File: src/rtl/nvprog_pkg.sv
package nvprog_pkg;

    localparam int IR_W = 8;

    localparam logic [IR_W-1:0] IR_CAPTURE = 8'h01;
    localparam logic [IR_W-1:0] OP_IDENT   = 8'h16;
    localparam logic [IR_W-1:0] OP_SIG_RD  = 8'h15;
    localparam logic [IR_W-1:0] OP_SIG_WR  = 8'h1A;
    localparam logic [IR_W-1:0] OP_ARM     = 8'h28;
    localparam logic [IR_W-1:0] OP_DISARM  = 8'h1E;
    localparam logic [IR_W-1:0] OP_ERASE   = 8'h03;
    localparam logic [IR_W-1:0] OP_LOCK    = 8'h09;
    localparam logic [IR_W-1:0] OP_DISCH   = 8'h14;

    typedef enum logic [3:0] {
        S_RESET, S_IDLE,
        S_SEL_DR, S_CAP_DR, S_SH_DR, S_EX1_DR, S_PAU_DR, S_EX2_DR, S_UPD_DR,
        S_SEL_IR, S_CAP_IR, S_SH_IR, S_EX1_IR, S_PAU_IR, S_EX2_IR, S_UPD_IR
    } tap_state_e;

    typedef enum logic [1:0] {
        DR_BYPASS, DR_IDENT, DR_SIG
    } dr_sel_e;

    typedef struct packed {
        logic erase;
        logic secure;
        logic sigwr;
        logic discharge;
    } nv_cmd_t;

endpackage

File: src/rtl/nvprog_fsm.sv
module nvprog_fsm
    import nvprog_pkg::*;
(
    input  logic       tck,
    input  logic       por_n,
    input  logic       tms,
    output tap_state_e state
);

    tap_state_e state_nx;

    always_ff @(posedge tck or negedge por_n) begin
        if (!por_n) state <= S_RESET;
        else        state <= state_nx;
    end

    always_comb begin
        state_nx = state;
        unique case (state)
            S_RESET:  state_nx = tms ? S_RESET  : S_IDLE;
            S_IDLE:   state_nx = tms ? S_SEL_DR : S_IDLE;
            S_SEL_DR: state_nx = tms ? S_SEL_IR : S_CAP_DR;
            S_CAP_DR: state_nx = tms ? S_EX1_DR : S_SH_DR;
            S_SH_DR:  state_nx = tms ? S_EX1_DR : S_SH_DR;
            S_EX1_DR: state_nx = tms ? S_UPD_DR : S_PAU_DR;
            S_PAU_DR: state_nx = tms ? S_EX2_DR : S_PAU_DR;
            S_EX2_DR: state_nx = tms ? S_UPD_DR : S_SH_DR;
            S_UPD_DR: state_nx = tms ? S_SEL_DR : S_IDLE;
            S_SEL_IR: state_nx = tms ? S_RESET  : S_CAP_IR;
            S_CAP_IR: state_nx = tms ? S_EX1_IR : S_SH_IR;
            S_SH_IR:  state_nx = tms ? S_EX1_IR : S_SH_IR;
            S_EX1_IR: state_nx = tms ? S_UPD_IR : S_PAU_IR;
            S_PAU_IR: state_nx = tms ? S_EX2_IR : S_PAU_IR;
            S_EX2_IR: state_nx = tms ? S_UPD_IR : S_SH_IR;
            S_UPD_IR: state_nx = tms ? S_SEL_DR : S_IDLE;
        endcase
    end

endmodule

File: src/rtl/nvprog_seq.sv
module nvprog_seq
    import nvprog_pkg::*;
#(
    parameter int FIRE_EDGE = 2
) (
    input  logic            tck,
    input  logic            por_n,
    input  tap_state_e      state,
    input  logic [IR_W-1:0] ir_q,
    input  logic [IR_W-1:0] ir_load,
    output nv_cmd_t         cmd,
    output logic            prog_mode,
    output logic            need_dis
);

    localparam int CW = $clog2(FIRE_EDGE + 1);

    logic [CW-1:0] rti_cnt;
    logic          fire;
    nv_cmd_t       cmd_d;

    always_comb begin
        fire  = (state == S_IDLE) && prog_mode && (rti_cnt == CW'(FIRE_EDGE - 1));
        cmd_d = '0;
        if (fire) begin
            cmd_d.erase     = (ir_q == OP_ERASE);
            cmd_d.secure    = (ir_q == OP_LOCK);
            cmd_d.sigwr     = (ir_q == OP_SIG_WR);
            cmd_d.discharge = (ir_q == OP_DISCH);
        end
    end

    always_ff @(posedge tck or negedge por_n) begin
        if (!por_n) begin
            rti_cnt   <= '0;
            prog_mode <= 1'b0;
            need_dis  <= 1'b0;
            cmd       <= '0;
        end else begin
            cmd <= cmd_d;
            if (state == S_IDLE) begin
                if (rti_cnt != CW'(FIRE_EDGE)) rti_cnt <= rti_cnt + CW'(1);
            end else begin
                rti_cnt <= '0;
            end
            if (state == S_RESET) begin
                prog_mode <= 1'b0;
            end else if (state == S_UPD_IR) begin
                if (ir_load == OP_ARM)         prog_mode <= 1'b1;
                else if (ir_load == OP_DISARM) prog_mode <= 1'b0;
            end
            if (cmd_d.erase || cmd_d.secure || cmd_d.sigwr) need_dis <= 1'b1;
            else if (cmd_d.discharge)                       need_dis <= 1'b0;
        end
    end

endmodule

File: src/rtl/nvprog_store.sv
module nvprog_store
    import nvprog_pkg::*;
#(
    parameter int SIG_W = 32
) (
    input  logic             tck,
    input  logic             por_n,
    input  nv_cmd_t          cmd,
    input  logic [SIG_W-1:0] sig_in,
    output logic [SIG_W-1:0] sig_q,
    output logic             secured
);

    always_ff @(posedge tck or negedge por_n) begin
        if (!por_n) begin
            sig_q   <= '0;
            secured <= 1'b0;
        end else if (cmd.erase) begin
            sig_q   <= '0;
            secured <= 1'b0;
        end else begin
            if (cmd.secure) secured <= 1'b1;
            if (cmd.sigwr)  sig_q   <= sig_in;
        end
    end

endmodule

File: src/rtl/nvprog_tap.sv
module nvprog_tap
    import nvprog_pkg::*;
#(
    parameter int          SIG_W      = 32,
    parameter int          FIRE_EDGE  = 2,
    parameter logic [3:0]  ID_VERSION = 4'h2,
    parameter logic [15:0] ID_PART    = 16'h5A3C,
    parameter logic [10:0] ID_MAKER   = 11'h0B5
) (
    input  logic tck,
    input  logic por_n,
    input  logic tms,
    input  logic tdi,
    output logic tdo,
    output logic tdo_oe,
    output logic nv_erase,
    output logic nv_secure,
    output logic nv_sigwr,
    output logic nv_discharge
);

    localparam int ID_W = 4 + 16 + 11 + 1;
    localparam logic [ID_W-1:0] ID_WORD = {ID_VERSION, ID_PART, ID_MAKER, 1'b1};

    tap_state_e       state;
    nv_cmd_t          cmd;
    logic             prog_mode;
    logic             need_dis;
    logic             secured;
    logic [IR_W-1:0]  ir_q;
    logic [IR_W-1:0]  ir_sh;
    logic [ID_W-1:0]  id_sh;
    logic [SIG_W-1:0] sig_sh;
    logic [SIG_W-1:0] sig_q;
    logic [SIG_W-1:0] rd_data;
    logic             byp_q;
    dr_sel_e          dr_sel;
    logic             dr_lsb;

    nvprog_fsm u_fsm (
        .tck   (tck),
        .por_n (por_n),
        .tms   (tms),
        .state (state)
    );

    nvprog_seq #(.FIRE_EDGE(FIRE_EDGE)) u_seq (
        .tck       (tck),
        .por_n     (por_n),
        .state     (state),
        .ir_q      (ir_q),
        .ir_load   (ir_sh),
        .cmd       (cmd),
        .prog_mode (prog_mode),
        .need_dis  (need_dis)
    );

    nvprog_store #(.SIG_W(SIG_W)) u_store (
        .tck     (tck),
        .por_n   (por_n),
        .cmd     (cmd),
        .sig_in  (sig_sh),
        .sig_q   (sig_q),
        .secured (secured)
    );

    assign nv_erase     = cmd.erase;
    assign nv_secure    = cmd.secure;
    assign nv_sigwr     = cmd.sigwr;
    assign nv_discharge = cmd.discharge;

    assign rd_data = (secured || need_dis) ? '0 : sig_q;

    always_comb begin
        unique case (ir_q)
            OP_IDENT:            dr_sel = DR_IDENT;
            OP_SIG_RD, OP_SIG_WR: dr_sel = DR_SIG;
            default:             dr_sel = DR_BYPASS;
        endcase
    end

    always_comb begin
        unique case (dr_sel)
            DR_IDENT: dr_lsb = id_sh[0];
            DR_SIG:   dr_lsb = sig_sh[0];
            default:  dr_lsb = byp_q;
        endcase
    end

    // instruction path
    always_ff @(posedge tck or negedge por_n) begin
        if (!por_n) begin
            ir_q  <= OP_IDENT;
            ir_sh <= IR_CAPTURE;
        end else begin
            unique case (state)
                S_RESET:  ir_q  <= OP_IDENT;
                S_CAP_IR: ir_sh <= IR_CAPTURE;
                S_SH_IR:  ir_sh <= {tdi, ir_sh[IR_W-1:1]};
                S_UPD_IR: ir_q  <= ir_sh;
                default:  ;
            endcase
        end
    end

    // data registers
    always_ff @(posedge tck or negedge por_n) begin
        if (!por_n) begin
            id_sh  <= ID_WORD;
            sig_sh <= '0;
            byp_q  <= 1'b0;
        end else if (state == S_CAP_DR) begin
            unique case (dr_sel)
                DR_IDENT: id_sh <= ID_WORD;
                DR_SIG:   if (ir_q == OP_SIG_RD) sig_sh <= rd_data;
                default:  byp_q <= 1'b0;
            endcase
        end else if (state == S_SH_DR) begin
            unique case (dr_sel)
                DR_IDENT: id_sh  <= {tdi, id_sh[ID_W-1:1]};
                DR_SIG:   sig_sh <= {tdi, sig_sh[SIG_W-1:1]};
                default:  byp_q  <= tdi;
            endcase
        end
    end

    // serial output on the falling edge
    always_ff @(negedge tck or negedge por_n) begin
        if (!por_n) begin
            tdo    <= 1'b0;
            tdo_oe <= 1'b0;
        end else if (state == S_SH_IR) begin
            tdo    <= ir_sh[0];
            tdo_oe <= 1'b1;
        end else if (state == S_SH_DR) begin
            tdo    <= dr_lsb;
            tdo_oe <= 1'b1;
        end else begin
            tdo    <= 1'b0;
            tdo_oe <= 1'b0;
        end
    end

endmodule

File: config.mk
export PLATFORM = sky130hd
export DESIGN_NAME = nvprog_tap
export DESIGN_NICKNAME = d
export VERILOG_FILES = /design/src/rtl/nvprog_pkg.sv /design/src/rtl/nvprog_fsm.sv /design/src/rtl/nvprog_seq.sv /design/src/rtl/nvprog_store.sv /design/src/rtl/nvprog_tap.sv
export SDC_FILE = /design/constraint.sdc
export NUM_CORES = 1
export LEC_CHECK = 0
export BUFFER_PORTS_ARGS = -buffer_cell sky130_fd_sc_hd__clkbuf_2
export CORE_MARGIN = 3
export CORE_UTILIZATION = 59
export CTS_BUF_LIST = sky130_fd_sc_hd__clkbuf_4 sky130_fd_sc_hd__clkbuf_8
export CTS_CLUSTER_DIAMETER = 120
export DETAILED_ROUTE_END_ITERATION = 12
export PLACE_DENSITY = 0.78
export SLEW_MARGIN = 20
export SYNTH_ARGS = -nofsm -noshare
export SYNTH_HDL_FRONTEND = slang
export SYNTH_SLANG_ARGS = --single-unit
File: constraint.sdc
create_clock -name tck -period 2.2 [get_ports tck]
set_clock_uncertainty 0.1 [all_clocks]
set_input_delay 0.11 -clock tck [delete_from_list [all_inputs] [get_ports tck]]
set_output_delay 0.11 -clock tck [all_outputs]
set_load 0.05 [all_outputs]
==> run metrics, run 1 <==
DR pass1 iterations=5; post-route cell area=7034 um2; Synth Instances=582; utilization after layout=71.97%; Critical-path top delay cell=dfstp_2; layout cells sized above 1=27.80%; initial core utilization=60.84%; asr flop ratio synth=100.0%; Final GP Congestion=0.8020; status=complete, but fails checks; crit path kind=reg2reg; synthesized area=5947 um2; CP Launch Type=flop; Power Density=1008 nW/um2; Total GRT Usage=23.47%; DRC violations left=0; Worst VDD drop=0.8088 mV; clock latency on the worst-skew pair=0.43 ns; leakage=3.296 nW; post-placement cell count=713; # H-tree levels=4; core region area=9774 um2; Syn. warnings=0; Crit path max-delay family=flip-flops; CP Max Fanout=3; CTS tree=done; total routed wirelength=12,630 um; post-synth top area share=45.02%; Post-Syn Nets=590; Hold WC Path Type=in2async; # Max-Cap Violations=0; Internal=4.808 mW; final hold violation count=0; CP max stage delay=0.54 ns; combinational share of power=29.8%; Net Switching=2.286 mW; number of I/O port buffers=9; sequential share of power=42.3%; Post-synth EDFFs=0; RSZ-0062 raised after global routing=yes; clk slew on worst S/H paths=0.07 ns; root buf cell=clkbuf_8; grt total ovfl=0; endpoints failing setup=50; Inserted Clock Buffers=17; DR WL/cell=16.65 um; WP depth=6; Area contributors post-synth=dfrtp_1, dfstp_2, nand2_1, mux2_4, mux2i_1; CP Capture Type=flop; fin nets=621; Yosys top cell by area=dfrtp_1; die area=11,320 um2; Final ANT Viol Nets=0; DR vias/cell=5.688; Top Ports=10; Max-slew headroom=58.84%; Worst-Margin Slew=0.6175 ns; crit-path cells=or4b_4 > a21oi_4 > ha_1 > a221oi_2 > a211o_1 > o21ai_1; DP HPWL=7048 um; # rows=36; pin count of the biggest net entering global routing=121; deepest clock path buffer count=2; vias in the first global route=4,308; Mean Syn Cell Area=10.22 um2; required time worst endpoint=1.23 ns; Fillers=694; most common cell after layout, fill and taps aside=nand2_1; setup ws final=-1.001 ns; sequential area share after synthesis=54.26%; commonest cells after routing, fill and taps aside=nand2_1, dfrtp_1, nor2_1; DR iter-0 viols=206; Reg2Reg Depth=6; clock power share=27.9%; PnR Total Power=7.093 mW; Yosys reg bits=128; Synth cell types=51; # diodes=0; switch share=32.22%; filler-free cell count of the finished design=759; antenna violations before repair=0; first-pass GRT wire length=20,750 um; area grow syn2layout=18.28%; Main synth FF type=dfrtp_1; failing checks=negative setup slack; Slew Limit Fails=0; WHS=0.1612 ns; Worst Path Buf+Inv=0; cell area after placement=6256 um2; WP data arrival=2.24 ns; vias=4,317; Sink Count=128; Die H=106.4 um; die width=106.4 um
metal layers:
layer	GRT usage (%)	wire [um]
met1	29.65	5417
met3	5.889	612
met2	37.15	6264
met4	12.77	340
met5	0	0
final cells by class:
cell class                 instances  area, um2  share of cell area (%)
multi-input combinational        402       2597                   36.93
clock inverter                     7      85.08                   1.210
clock buffer                      25      306.5                   4.358
sequential                       128       3228                   45.89
inverter                          12      45.04                  0.6403
timing repair buffer              52      605.6                   8.609
tap                              133      166.4                   2.366
synth_stat cells (all sizes together), types with 4 or more instances:
master and number:
nand3 36, nand2 133, clkbuf 19, dfstp 19
mux2i 33, a21oi 8, a22o 5, ha 4
buf 21, inv 12, dfrtp 107, mux2 32
nor2 57, o21ai 46
stage by stage:
stage | TNS [ns] | setup slack [ns]
finish | -5.839 | -1.001
global placement | -3.337 | -0.8794
global route | -11.61 | -1.095
detailed placement | -4.350 | -0.9477
floorplan | -2.611 | -0.8880
CTS | -5.366 | -0.9943
power by group through the flow:
stage | sequential [mW] | combinational (mW) | clock [mW]
4_1_cts | 2.97 | 1.89 | 2.03
3_3_place_gp | 2.98 | 1.74 | 0
5_1_grt | 3.05 | 2.32 | 2.12
3_5_place_dp | 3.00 | 1.82 | 0
2_1_floorplan | 3.04 | 1.13 | 0
6_report | 3.00 | 2.11 | 1.98
state kept, by name, summed over array words and instances, names as in the netlist, 2 cells and up:
register / cells
id_sh: 32
u_seq.cmd: 4
ir_sh: 8
ir_q: 8
u_store.sig_q: 32
u_fsm.state: 4
u_seq.rti_cnt: 2
sig_sh: 32
logic make-up (layout without fill, tap and decap cells):
| family | after synthesis | count (layout) | share of synthesized area, % |
|---|---|---|---|
| compound gates | 76 | 76 | 7.638 |
| xor+xnor | 3 | 3 | 0.4419 |
| fa+ha+maj | 4 | 4 | 0.8416 |
| buf+inv | 52 | 96 | 4.460 |
| flops | 128 | 128 | 54.26 |
| mux | 65 | 65 | 13.51 |
| simple gates | 254 | 254 | 18.85 |
final timing paths:
path / startpoint / endpoint / slack [ns]
max in group asynchronous: por_n / tdo / 0.84
min in group tck: id_sh[21] / id_sh[21] / 0.36
setup / recovery: ir_q[4] / tdo / -1.00
setup reg to reg: ir_q[4] / tdo / -1.00
hold reg to reg: id_sh[21] / id_sh[21] / 0.36
hold / removal: por_n / id_sh[0] / 0.16
worst register-to-register path: cells and delay by family (launching register included):
family | cells | cell delay (ns)
simple gates | 1 | 0.49
flops | 1 | 0.54
compound gates | 4 | 0.51
fa+ha+maj | 1 | 0.27
what timing repair did:
action | 4_1_cts | 5_1_grt
endpoints found under the hold margin | 114 | 0
setup buffers | 1 | 1
gates cloned | 2 | 6
resized for setup | 11 | 59
hold buffers | 4 | 0
endpoints found under the setup margin | 58 | 68
pin swaps | 1 | 2
Note: power is estimated with default switching activity, not from simulation.
==> run 2, diff against run 1 <==
--- a/config.mk
+++ b/config.mk
@@ -8,9 +8,9 @@
 export BUFFER_PORTS_ARGS = -buffer_cell sky130_fd_sc_hd__clkbuf_2
 export CORE_MARGIN = 3
-export CORE_UTILIZATION = 59
+export CORE_UTILIZATION = 60
 export CTS_BUF_LIST = sky130_fd_sc_hd__clkbuf_4 sky130_fd_sc_hd__clkbuf_8
 export CTS_CLUSTER_DIAMETER = 120
 export DETAILED_ROUTE_END_ITERATION = 12
-export PLACE_DENSITY = 0.78
+export PLACE_DENSITY = 0.77
 export SLEW_MARGIN = 20
 export SYNTH_ARGS = -nofsm -noshare
==> constraint.sdc (replaced) <==
create_clock -name tck -period 3.8 [get_ports tck]
set_clock_uncertainty 0.1 [all_clocks]
set_input_delay 0.76 -clock tck [delete_from_list [all_inputs] [get_ports tck]]
set_output_delay 0.76 -clock tck [all_outputs]
set_load 0.05 [all_outputs]
==> run 2 against run 1 <==
Net effect: the flow still finishes with violations (negative setup slack); cell area decreased by 7.1%; worst hold slack got worse by 0.090 ns; count of clock-buffer cells in the layout decreased by 8; power decreased by 45%; worst setup slack improved by 0.82 ns; largest cell class unchanged; largest power group unchanged.
==> run metrics, run 2 (synthesis gave the netlist of run 1 again) <==
status=complete, but fails checks; failing checks=negative setup slack; DP Worst Slack=-0.1544 ns; leakage=3.058 nW; clk slew on worst S/H paths=0.08 ns; Total GRT Usage=22.36%; Fillers=717; CP Launch Type=flop; total routed wirelength=11,220 um; first-pass GRT wire length=19,780 um; Sink Count=128; post-placement cell count=702; required time worst endpoint=2.04 ns; CP Capture Type=flop; pin count of the biggest net entering global routing=81; crit path kind=reg2reg; # diodes=0; Die H=105.6 um; number of I/O port buffers=9; DR iter-0 viols=289; Top Registers=id_sh: 32 flops, sig_sh: 32 flops, u_store.sig_q: 32 flops; most common cell after layout, fill and taps aside=nand2_1; DP HPWL=6651 um; FF/Latch Area=3228 um2; die width=105.6 um; endpoints failing setup=1; Top Ports=10; root buf cell=clkbuf_8; setup ws final=-0.1789 ns; clock latency on the worst-skew pair=0.44 ns; antenna violations before repair=0; Multi-input gate area=2482 um2; # rows=35; Worst VDD drop=0.5874 mV; Reg2Reg Depth=6; Max-slew headroom=35.65%; fin nets=600; Slew Limit Fails=0; Final GP Congestion=0.8143; # Max-Cap Violations=0; post-route cell area=6536 um2; layout cells sized above 1=20.99%; vias=4,041; grt total ovfl=0; filler-free cell count of the finished design=734; utilization after layout=69.42%; final hold violation count=0; DRC violations left=0; CTS Hold Bufs=0; deepest clock path buffer count=2; RSZ-0062 raised after global routing=yes; Setup TNS=-0.1789 ns; Final ANT Viol Nets=0; CTS tree=done; core region area=9415 um2; DR pass1 iterations=5; DR WL/cell=15.28 um; die area=11,140 um2; commonest cells after routing, fill and taps aside=nand2_1, dfrtp_1, nor2_1; DR vias/cell=5.505; Worst-Margin Slew=0.9653 ns; Power Density=593.8 nW/um2; area grow syn2layout=9.910%; cell area after placement=6123 um2; WP data arrival=2.22 ns; initial core utilization=63.16%; vias in the first global route=4,119; # H-tree levels=4; CP Max Fanout=3; Inserted Clock Buffers=17; Hold WC Path Type=in2async
## run 2: cell types whose count changed in the layout (fill, tap and decap cells not counted), sizes merged
cell         change
buf             -14
bufbuf           -1
clkbuf          -10
clkinv           +1
clkinvlp         +4
dlygate4sd3      -4
inv              +3
## run 2: per-stage QoR
stage / hold slack [ns] / power (mW)
final: 0.07147 / 3.881
after global routing: 0.05392 / 4.136
after CTS: 0.05453 / 3.897
after detailed placement: 0.3565 / 2.719
after global placement: 0.3501 / 2.671
after floorplan: 0.3433 / 2.404
## run 2: per-layer routing
layer  vias up  global-route usage (%)  wire, um
li1       1984                       -         -
met1      1983                   29.22      5117
met2        62                   35.34      5519
met3        12                   7.103       450
met4         0                   7.956       130
met5         -                       0         0
## run 2: what timing repair did
| item | in CTS | in global routing |
|---|---|---|
| resized for setup | 3 | 1 |
| hold endpoints to repair | 0 | 0 |
| pin swaps | 2 | 0 |
| endpoints found under the setup margin | 3 | 1 |
| buffers inserted | 0 | 0 |
## run 2: worst paths after layout
path,from,end,slack (ns)
setup / recovery,ir_q[4],tdo,-0.18
hold / removal,por_n,id_sh[30],0.07
setup reg to reg,ir_q[4],tdo,-0.18
hold reg to reg,id_sh[21],id_sh[21],0.37
max in group asynchronous,por_n,tdo_oe,1.47
min in group tck,id_sh[21],id_sh[21],0.37
## run 2: final cells by class
type                       count  share of cell area [%]
clock buffer                  17                   3.580
clock inverter                15                   2.469
inverter                      12                  0.6891
multi-input combinational    402                   37.98
sequential                   128                   49.39
tap                          129                   2.469
timing repair buffer          31                   3.426
## run 2: where the power goes
| group | internal [mW] | switching (mW) | total (mW) |
|---|---|---|---|
| Combinational | 0.407 | 0.567 | 0.974 |
| Clock | 0.588 | 0.570 | 1.16 |
| Sequential | 1.59 | 0.156 | 1.75 |
## run 2: worst max-delay path, cell delays in order, from the launching register on
cell,delay [ns]
dfstp_2,0.54
or4b_4,0.47
a21oi_2,0.15
ha_1,0.27
a221oi_2,0.17
a211o_1,0.12
o21ai_1,0.05
==> run 3, diff against run 2 <==
- BUFFER_PORTS_ARGS: -buffer_cell sky130_fd_sc_hd__clkbuf_2 -> -buffer_cell sky130_fd_sc_hd__buf_2
==> run 3 against run 2 <==
Net effect: worst hold slack lost 0.0028 ns; via count grew 0.67%; the flow still finishes with violations (negative setup slack); register-to-register slack is essentially flat; sequential share of layout area shrank 0.56 points; cell area grew 1.1%; flip-flop and latch count is the same; worst setup slack lost 0.0015 ns; cell count grew 0.27%; power grew 4.1%; non-clock buffer count grew 2; first-iteration DRC count shrank 16%; count of clock-buffer cells in the layout grew 2.
==> run metrics, run 3 (synthesis gave the netlist of run 1 again) <==
WP data arrival=2.22 ns; Final GP Congestion=0.8173; # diodes=0; commonest cells after routing, fill and taps aside=nand2_1, dfrtp_1, nor2_1; endpoints failing setup=1; Inserted Clock Buffers=17; DP HPWL=6707 um; fin nets=602; Worst-Margin Slew=0.8910 ns; clk slew on worst S/H paths=0.08 ns; Max Used Layer=met4; CP Launch Type=flop; die width=105.6 um; Fillers=679; Hold WC Path Type=in2async; filler-free cell count of the finished design=736; post-route cell area=6611 um2; met3 routed WL=380 um; # rows=35; grt total ovfl=0; number of I/O port buffers=9; clock latency on the worst-skew pair=0.44 ns; DR pass1 iterations=5; Max-slew headroom=40.60%; deepest clock path buffer count=2; DR iter-0 viols=242; Top Registers=id_sh: 32 flops, sig_sh: 32 flops, u_store.sig_q: 32 flops; status=complete, but fails checks; RSZ-0062 raised after global routing=yes; CTS tree=done; R2R Setup Slk=-0.18 ns; CP Capture Type=flop; final hold violation count=0; Slew Limit Fails=0; area grow syn2layout=11.17%; Final ANT Viol Nets=0; first-pass GRT wire length=19,380 um; vias=4,068; layout cells sized above 1=21.09%; Power Density=611.4 nW/um2; utilization after layout=70.22%; initial core utilization=63.16%; DR WL/cell=15.19 um; core region area=9415 um2; # H-tree levels=4; routed wl met2=5514 um; leakage=3.108 nW; cell area after placement=6143 um2; Sink Count=128; DR vias/cell=5.527; antenna violations before repair=0; required time worst endpoint=2.04 ns; root buf cell=clkbuf_8; PnR Total Power=4.042 mW; total routed wirelength=11,180 um; setup ws final=-0.1804 ns; DRC violations left=0; Total GRT Usage=21.69%; crit path kind=reg2reg; post-placement cell count=703; failing checks=negative setup slack; Top Ports=10; die area=11,140 um2; pin count of the biggest net entering global routing=74; met1 WL=5129 um; CP Max Fanout=3; Worst VDD drop=0.5938 mV; most common cell after layout, fill and taps aside=nand2_1; vias in the first global route=4,112; # Max-Cap Violations=0; Die H=105.6 um
run 3: timing repair:
item / in CTS / in global routing
hold endpoints to repair: 0 / 0
endpoints found under the setup margin: 3 / 1
buffers inserted: 1 / 0
hold buffers: 0 / 0
pin swaps: 1 / 0
gates resized for setup: 2 / 1
run 3: metal layers:
metal	vias up	global-route usage [%]
met2	54	35.02
li1	1991	-
met5	-	0
met1	2011	28.13
met3	12	6.001
met4	0	8.048
run 3: path summary, 6_finish.rpt:
check                               start             end  depth (start not counted)
worst min-delay path                por_n  u_fsm.state[1]                          1
min in group tck                id_sh[21]       id_sh[21]                          2
worst min register to register  id_sh[21]       id_sh[21]                          2
max in group asynchronous           por_n          tdo_oe                          1
worst max register to register    ir_q[4]             tdo                          7
worst max-delay path              ir_q[4]             tdo                          7
run 3: final cells by class:
class | count | area (um2) | area share [%]
Clock buffer | 19 | 261.5 | 3.955
Timing Repair Buffer | 33 | 245.2 | 3.709
Clock inverter | 13 | 186.4 | 2.820
Sequential cell | 128 | 3228 | 48.83
Inverter | 12 | 45.04 | 0.6813
Tap cell | 129 | 161.4 | 2.441
Multi-Input combinational cell | 402 | 2484 | 37.57
run 3: where the power goes:
part / leakage [nW] / internal [mW] / switching [mW]
combinational: 1.18 / 0.429 / 0.583
sequential: 1.70 / 1.59 / 0.149
clock: 0.226 / 0.751 / 0.537
total: 3.11 / 2.77 / 1.27
run 3: worst max-delay path: stages, from the launching register on:
cell,delay (ns)
dfstp_2,0.54
or4b_4,0.49
a21oi_4,0.14
inv_1,0.06
ha_2,0.17
a221oi_2,0.21
a211o_1,0.13
o21ai_1,0.05
run 3: through the flow:
step                hold slack (ns)  setup TNS (ns)  setup slack (ns)
global placement             0.3504        -0.09773          -0.09773
CTS                         0.05323         -0.2062           -0.2062
detailed placement           0.3545         -0.1572           -0.1572
global route                0.06035         -0.2479           -0.2479
finish                      0.06872         -0.1804           -0.1804
floorplan                    0.3433        -0.08805          -0.08805
